$ cat config.mk
export PLATFORM = sky130hd
export DESIGN_NAME = ipc_mailbox_pair
export DESIGN_NICKNAME = d
export VERILOG_FILES = /design/src/rtl/ipc_mailbox_pair.sv
export SDC_FILE = /design/constraint.sdc
export NUM_CORES = 1
export LEC_CHECK = 0
export BUFFER_PORTS_ARGS = -buffer_cell sky130_fd_sc_hd__buf_2
export CORE_ASPECT_RATIO = 1.1
export CORE_UTILIZATION = 25
export CTS_CLUSTER_SIZE = 40
export DETAILED_ROUTE_END_ITERATION = 8
export GPL_TIMING_DRIVEN = 0
export RECOVER_POWER = 50
export REMOVE_ABC_BUFFERS = 1
export SLEW_MARGIN = 15
export SYNTH_ARGS = -nofsm -noshare
export SYNTH_HDL_FRONTEND = slang
export SYNTH_SLANG_ARGS = --single-unit
$ cat constraint.sdc
create_clock -name clk -period 14.3 [get_ports clk]
set_clock_uncertainty 0.2 [all_clocks]
set_input_delay 0.715 -clock clk [delete_from_list [all_inputs] [get_ports clk]]
set_output_delay 0.715 -clock clk [all_outputs]
set_load 0.02 [all_outputs]
$ cat src/rtl/ipc_mailbox_pair.sv
module ipc_mailbox_pair #(
  parameter int DATA_W = 32,
  parameter int DEPTH  = 16
) (
  input  logic              clk,
  input  logic              rst_n,
  input  logic              a_ctl_we,
  input  logic [15:0]       a_ctl_wdata,
  output logic [15:0]       a_ctl_rdata,
  input  logic              a_tx_we,
  input  logic [DATA_W-1:0] a_tx_wdata,
  input  logic              a_rx_re,
  output logic [DATA_W-1:0] a_rx_rdata,
  output logic              a_irq_tx_empty,
  output logic              a_irq_rx_avail,
  input  logic              b_ctl_we,
  input  logic [15:0]       b_ctl_wdata,
  output logic [15:0]       b_ctl_rdata,
  input  logic              b_tx_we,
  input  logic [DATA_W-1:0] b_tx_wdata,
  input  logic              b_rx_re,
  output logic [DATA_W-1:0] b_rx_rdata,
  output logic              b_irq_tx_empty,
  output logic              b_irq_rx_avail
);
  localparam int PTR_W = (DEPTH > 1) ? $clog2(DEPTH) : 1;
  localparam int CNT_W = $clog2(DEPTH + 1);
  localparam int B_EN = 15, B_ERR = 14, B_RIE = 10, B_CLR = 3, B_TIE = 2;

  logic [1:0]        ctl_we, tx_we, rx_re;
  logic [15:0]       ctl_wd [2];
  logic [15:0]       ctl_rd [2];
  logic [DATA_W-1:0] tx_wd [2];
  logic [DATA_W-1:0] rx_rd [2];

  logic [DATA_W-1:0] mem [2][DEPTH];
  logic [PTR_W-1:0]  wp [2];
  logic [PTR_W-1:0]  rp [2];
  logic [CNT_W-1:0]  cnt [2];
  logic [1:0]        en, err, tie, rie, irq_tx, irq_rx;

  logic [1:0] full, empty, clr, push, push_err, pop, rd_err, irq_tx_n, irq_rx_n;

  assign ctl_we = {b_ctl_we, a_ctl_we};
  assign tx_we  = {b_tx_we, a_tx_we};
  assign rx_re  = {b_rx_re, a_rx_re};
  assign ctl_wd[0] = a_ctl_wdata;
  assign ctl_wd[1] = b_ctl_wdata;
  assign tx_wd[0]  = a_tx_wdata;
  assign tx_wd[1]  = b_tx_wdata;

  assign a_ctl_rdata    = ctl_rd[0];
  assign b_ctl_rdata    = ctl_rd[1];
  assign a_rx_rdata     = rx_rd[0];
  assign b_rx_rdata     = rx_rd[1];
  assign a_irq_tx_empty = irq_tx[0];
  assign b_irq_tx_empty = irq_tx[1];
  assign a_irq_rx_avail = irq_rx[0];
  assign b_irq_rx_avail = irq_rx[1];

  logic unused_wbits;
  assign unused_wbits = ^{ctl_wd[0][13:11], ctl_wd[0][9:4], ctl_wd[0][1:0],
                          ctl_wd[1][13:11], ctl_wd[1][9:4], ctl_wd[1][1:0]};

  always_comb begin
    for (int s = 0; s < 2; s++) begin
      full[s]     = (cnt[s] == CNT_W'(DEPTH));
      empty[s]    = (cnt[s] == '0);
      clr[s]      = ctl_we[s] & ctl_wd[s][B_CLR];
      push[s]     = tx_we[s] & en[s] & ~full[s] & ~clr[s];
      push_err[s] = tx_we[s] & en[s] & full[s] & ~clr[s];
    end
    for (int s = 0; s < 2; s++) begin
      pop[s]    = rx_re[1-s] & en[1-s] & ~empty[s];
      rd_err[s] = rx_re[s] & en[s] & empty[1-s];
      rx_rd[s]  = (rx_re[s] & en[s] & ~empty[1-s]) ? mem[1-s][rp[1-s]] : '0;
      ctl_rd[s] = {en[s], err[s], 3'b000, rie[s], full[1-s], empty[1-s],
                   5'b00000, tie[s], full[s], empty[s]};
      irq_rx_n[s] = (push[1-s] & rie[s])
                  | (ctl_we[s] & ctl_wd[s][B_RIE] & ~empty[1-s]);
      irq_tx_n[s] = (pop[s] & ~push[s] & ~clr[s] & (cnt[s] == CNT_W'(1)) & tie[s])
                  | (ctl_we[s] & ctl_wd[s][B_TIE] & (clr[s] | empty[s]));
    end
  end

  always_ff @(posedge clk) begin
    for (int s = 0; s < 2; s++)
      if (push[s]) mem[s][wp[s]] <= tx_wd[s];
  end

  always_ff @(posedge clk or negedge rst_n) begin
    if (!rst_n) begin
      for (int s = 0; s < 2; s++) begin
        wp[s]  <= '0;
        rp[s]  <= '0;
        cnt[s] <= '0;
      end
      en     <= '0;
      err    <= '0;
      tie    <= '0;
      rie    <= '0;
      irq_tx <= '0;
      irq_rx <= '0;
    end else begin
      for (int s = 0; s < 2; s++) begin
        if (clr[s]) begin
          wp[s]  <= '0;
          rp[s]  <= '0;
          cnt[s] <= '0;
        end else begin
          if (push[s]) wp[s] <= (wp[s] == PTR_W'(DEPTH - 1)) ? '0 : wp[s] + 1'b1;
          if (pop[s])  rp[s] <= (rp[s] == PTR_W'(DEPTH - 1)) ? '0 : rp[s] + 1'b1;
          cnt[s] <= cnt[s] + CNT_W'(push[s]) - CNT_W'(pop[s]);
        end
        if (ctl_we[s]) begin
          en[s]  <= ctl_wd[s][B_EN];
          tie[s] <= ctl_wd[s][B_TIE];
          rie[s] <= ctl_wd[s][B_RIE];
        end
        err[s] <= (err[s] & ~(ctl_we[s] & ctl_wd[s][B_ERR])) | push_err[s] | rd_err[s];
      end
      irq_tx <= irq_tx_n;
      irq_rx <= irq_rx_n;
    end
  end

  for (genvar g = 0; g < 2; g++) begin : g_chk
    AST_CNT_BOUND: assert property (@(posedge clk) disable iff (!rst_n)
      cnt[g] <= CNT_W'(DEPTH));
    AST_STATUS_MIRROR: assert property (@(posedge clk) disable iff (!rst_n)
      ctl_rd[g][9:8] == ctl_rd[1-g][1:0]);
    AST_FULL_REFUSES: assert property (@(posedge clk) disable iff (!rst_n)
      (tx_we[g] && full[g] && !pop[g] && !clr[g]) |=> cnt[g] == CNT_W'(DEPTH));
    AST_ERR_STICKY: assert property (@(posedge clk) disable iff (!rst_n)
      (err[g] && !(ctl_we[g] && ctl_wd[g][B_ERR])) |=> err[g]);
    AST_DISABLED_READ_ZERO: assert property (@(posedge clk) disable iff (!rst_n)
      (rx_re[g] && !en[g]) |-> rx_rd[g] == '0);
    AST_CLEAR_EMPTIES: assert property (@(posedge clk) disable iff (!rst_n)
      clr[g] |=> ctl_rd[g][0] && ctl_rd[1-g][8]);
    AST_DRAIN_EMPTY: assert property (@(posedge clk) disable iff (!rst_n)
      (pop[g] && !push[g] && !clr[g] && cnt[g] == CNT_W'(1)) |=> ctl_rd[1-g][8]);
  end
endmodule

[Word level (Yosys, flattened, before mapping)]
Memory sizes are Yosys's and may differ from the RTL's.
Cells that the tools add are included.
Operators by class
  equal/unequal tests: 8
  shift-type cells: 0
  bitwise logic cells: 64
  magnitude comparators: 6
  muxes and demuxes: 30
  add/sub/neg operators: 8
  div/mod/pow operators: 0
  $mul: 0
  reduce and logical (&&, ||, !) cells: 8
Operators with widths (count)
  $mux W512: 2
  $bmux W32 S4: 2
  $demux W32 S4: 2
  $mux W32: 8
  $mux W4: 12
  $and A1 B1 Y1: 40
  $ge A5 B5 Y1 const B: 4
  $not A4 Y5: 4
  $add A4 B1 Y4 const B: 4
  $eq A4 B4 Y1 const B: 4
  $add A5 B1 Y5: 2
  $eq A5 B1 Y1 const B: 2
  $eq A5 B5 Y1 const B: 2
  $logic_not A5 Y1: 2
  $lt A5 B1 Y1 const B: 2
  $mux W5: 2
  $not A1 Y1: 10
  $or A1 B1 Y1: 10
  $sub A5 B1 Y5: 2
  $reduce_bool A2 Y1: 4
  $logic_and A1 B1 Y1: 2
  $mux W1: 2
Word-level totals
  bits in writable memories: 1024
  input port bits: 104
  memories: 1
  output and inout bits: 100
  bits in read-only memories: 0
  bits in latches: 0
  register bits after elaboration: 38
  logic and storage cells: 140
Memory list
  mem: words 2, bits a word 512, rd ports 2, clocked after Yosys merged registers in 0, wr ports 2, line 36  | logic [DATA_W-1:0] mem [2][DEPTH];

[Depth between registers and ports, before layout]
  word-level depth: 10
  depth in mapped cells: 14
  gate-level depth less buffers: 14

[Least setup slack after synthesis]
Ideal clock, no wire load.
  kind: input port to flip-flop
  start: input b_ctl_we
  end: memory mem[0][1000] (netlist name) (enable)
  stages: 5
  path slack: 9240 ps
  library setup time: 501 ps
  buffers on the path: 2
  required time: 13599 ps
  arrival: 4359 ps
  cells stage by stage: clkbuf_1 > nand2_1 > nand3_1 > clkbuf_1 > nor4_1
RTL lines
  from (decl): line 16  | input logic b_ctl_we,
  to (decl): line 36

[Final worst setup path]
  start: register cnt[2] (netlist name)
  end: output a_rx_rdata[4]
On the way
  cells in the longest elaborated chain, start to end: 4
RTL lines
  from (decl): line 39  | logic [CNT_W-1:0] cnt [2];
  from (signal, indexed assignment): line 113  | cnt[s] <= cnt[s] + CNT_W'(push[s]) - CNT_W'(pop[s]);
  $logic_not A5 Y1: line 68  | empty[s] = (cnt[s] == '0);
  $not A1 Y1: line 76  | rx_rd[s] = (rx_re[s] & en[s] & ~empty[1-s]) ? mem[1-s][rp[1-s]] : '0;
  $and A1 B1 Y1: line 76
  $mux W32: line 76
  to (decl): line 13  | output logic [DATA_W-1:0] a_rx_rdata,
Every way passes these cells.

==> flow_metrics.tcl <==
set metrics [dict create \
    clk_pin_slew_worst_paths_ns 0.06 \
    place_hpwl_um 58900 \
    crit_slowest_cell "nor4b_1" \
    maxCapViolCount 3 \
    synth-main-ff-cell "edfxtp_1" \
    setup-violations-final 0 \
    place_ws_ns 10.27 \
    vdd_drop_max_mv 0.110 \
    required_ns 13.39 \
    fin_nets 2288 \
    die_area_sq_mm 0.166 \
    grt.total_usage_pct 11.5 \
    cts_tree "done" \
    grt_pass1_vias 20482 \
    drc 0 \
    status "finished, violations left" \
    setup_slack_ns 7.95 \
    worstMarginPinSlew_ns 2.95 \
    cts.htree.levels 3 \
    post-route-util_pct 30.0 \
    cts_root_buf "clkbuf_16" \
    cp.arrival_ns 5.43 \
    path_max_fanout 14 \
    synth_area_sq_mm 0.0411 \
    cts-resized-gates 0 \
    vias_per_cell 4.49 \
    vias 19621 \
    leakagePower_uw 0.0153 \
    ys_warn_count 0 \
    wl_um 96200 \
    worstSetupPathType "reg2out" \
    synth_edf_count 1024 \
    violations "max-capacitance violations, max-slew violations" \
    yosys.area.top_type "edfxtp_1" \
    synth_area_per_cell_sq_um 22.1 \
    layout_commonest_cell "edfxtp_1" \
    multi_input_area_sq_mm 0.00879 \
    r2r_start "cnt[8]" \
    fillCellCount 15638 \
    numClockSinks 1062 \
    yosysTopAreaCellShare_pct 74.9 \
    wl_per_cell_um 22.0 \
    cp_common_cell "buf_4" \
    antenna_left 0 \
    antenna_found_initial 10 \
    crit_family "simple AND/OR/NAND/NOR gates" \
    max_freq_ghz 0.158 \
    drive_gt1_share_pct 30.3 \
    overflow 0 \
    grt_max_degree 45 \
    min_period_ns 6.35 \
    hold_path.class "in2reg" \
    rsz0062_at_grt "false" \
    grt_pass1_wl_um 140000 \
    clockBufferDepth 3 \
    finalInstanceArea_sq_mm 0.0488 \
    finalCritPeriodShare_pct 44.4 \
    ys_seq_area_share_pct 77.2 \
    syn-instance-count 1861 \
    critPathLaunch "cnt[2]" \
    final_cell_mix "edfxtp_1 (1024), mux4_2 (255), buf_2 (111), clkbuf_16 (108), clkbuf_1 (107)" \
    dr.pass1.iters 5 \
    ios 204 \
    path_cells "inv_1 -> ha_1 -> nor4b_1 -> nor3_2 -> buf_4 -> buf_4 -> a22oi_1 -> nand2_1 -> buf_2" \
    cts_buffers 107 \
    finalHoldViolCount 0 \
    min_from "b_rx_re" \
    row_count 155 \
    synthArstFlopShare_pct 3.58 \
    die_y_um 427 \
    critPathMaxStageDelay_ns 2.27 \
    power.density_mw_per_mm2 151 \
    synth-seq-cells 1062 \
    seqCellArea_sq_mm 0.0317 \
    syn_to_final_growth_pct 18.7 \
    clkLatencyLatePin_ns 0.72 \
    placed_area_sq_mm 0.0456 \
    yosysUniqueCellTypes 53 \
    gp_congestion 0.695 \
    drtIter0Drc 1749 \
    drv_slew 61 \
    cp-start-kind "flip-flop" \
    end_kind "output pin" \
    die_w_um 388 \
    portBuffers 165 \
    critPathBufInv 4 \
    synth_area_leaders "edfxtp_1 (75%), mux4_2 (14%), dfrtp_1 (2.3%)" \
    setup_tns_ns 0 \
    slew_headroom_pct -99.4 \
    core_area_sq_mm 0.163 \
    initial_core_util_pct 25.2 \
]
worst reg2reg max path: stages (launching register included):
cell and delay, ns:
dfrtp_1 0.39, inv_1 0.08, ha_1 0.19, nor4b_1 1.93, clkbuf_1 0.65, or2_0 0.37
clkinvlp_2 0.34, ha_1 0.37, inv_1 0.06, ha_1 0.16, inv_1 0.06, fa_1 0.39
nor2b_1 0.16, o21bai_1 0.11, a21oi_1 0.16, nor3b_1 0.06
flip-flops by register name, summed over array words and instances (netlist names):
register / flops
en: 2
irq_rx: 2
irq_tx: 2
cnt: 10
err: 2
rp: 8
rie: 2
wp: 8
mem: 1024
tie: 2
cells in the mapped netlist, drive strengths merged (2+ instances only):
cell        n
a22oi     126
nor2b       4
buf        77
clkbuf     36
a21o        2
nand2      86
o21bai      3
inv        29
nand4bb     2
o211ai      2
nor4        7
a21oi      17
xor2        3
o21ai       6
nor4b       6
nand4       4
nand3       9
xnor2       5
edfxtp   1024
dfrtp      38
and2       25
nor3b       9
fa          2
mux4      255
nor2       20
mux2        2
a31oi       3
o22ai       4
nor3       14
a41oi       3
mux2i       4
ha         24
layer usage:
layer | vias up | part of all wire (%) | track usage, %
met5 | - | 0.11 | 0
met2 | 675 | 48 | 18.7
met1 | 10399 | 43 | 15.2
met3 | 140 | 7.1 | 3.01
li1 | 8391 | - | -
met4 | 16 | 2.1 | 3.06
logic make-up after synthesis:
kind of cell	after synthesis	synth area share (%)
flip-flops	1062	77.2
AO/OA/AOI/OAI	171	3.39
AND/OR/NAND/NOR	190	2.47
buffers and inverters	142	1.80
multiplexers	261	14.1
other	1	0.00913
XOR/XNOR	8	0.171
adder cells (fa/ha/maj)	26	0.829
report_power, final:
part	internal [uW]	switching, uW	total [uW]
Combinational	538	593	1130
Clock	1500	1160	2660
Sequential	3490	92.8	3580
area by class of cell:
type                    instances  share of cell area (%)
clock buffers                 137                    5.77
well taps                    2119                    5.44
inverters                      29                   0.226
multi-input cells             672                    18.0
repair buffers                286                    4.49
diodes                          2                  0.0103
flip-flops and latches       1062                    65.1
clock inverters                59                   0.993
stage by stage:
step	instances	hold WS, ns	total power (uW)
finish	4366	0.0576	7380
global route	4365	0.0673	7650
CTS	4364	0.0246	7480
detailed placement	4161	0.308	4810
global placement	4047	0.320	4890
floorplan	1763	0.219	4480
repair_timing:
action / 4_1_cts / 5_1_grt
endpoints found under the hold margin: 44 / 0
endpoints found under the setup margin: 0 / 0
hold buffers: 7 / 0
buffers inserted: 0 / 0
path summary, 6_finish.rpt:
check	cells past startpoint	slack (ns)	end
max in group asynchronous	2	11.01	rp[4]
worst min register to register	2	0.32	err[1]
worst max register to register	15	8.46	cnt[9]
worst min-delay path	3	0.06	err[1]
worst max-delay path	9	7.95	a_rx_rdata[4]
min in group asynchronous	2	1.10	irq_rx[0]
No activity file was read; power rests on OpenSTA's default activity.
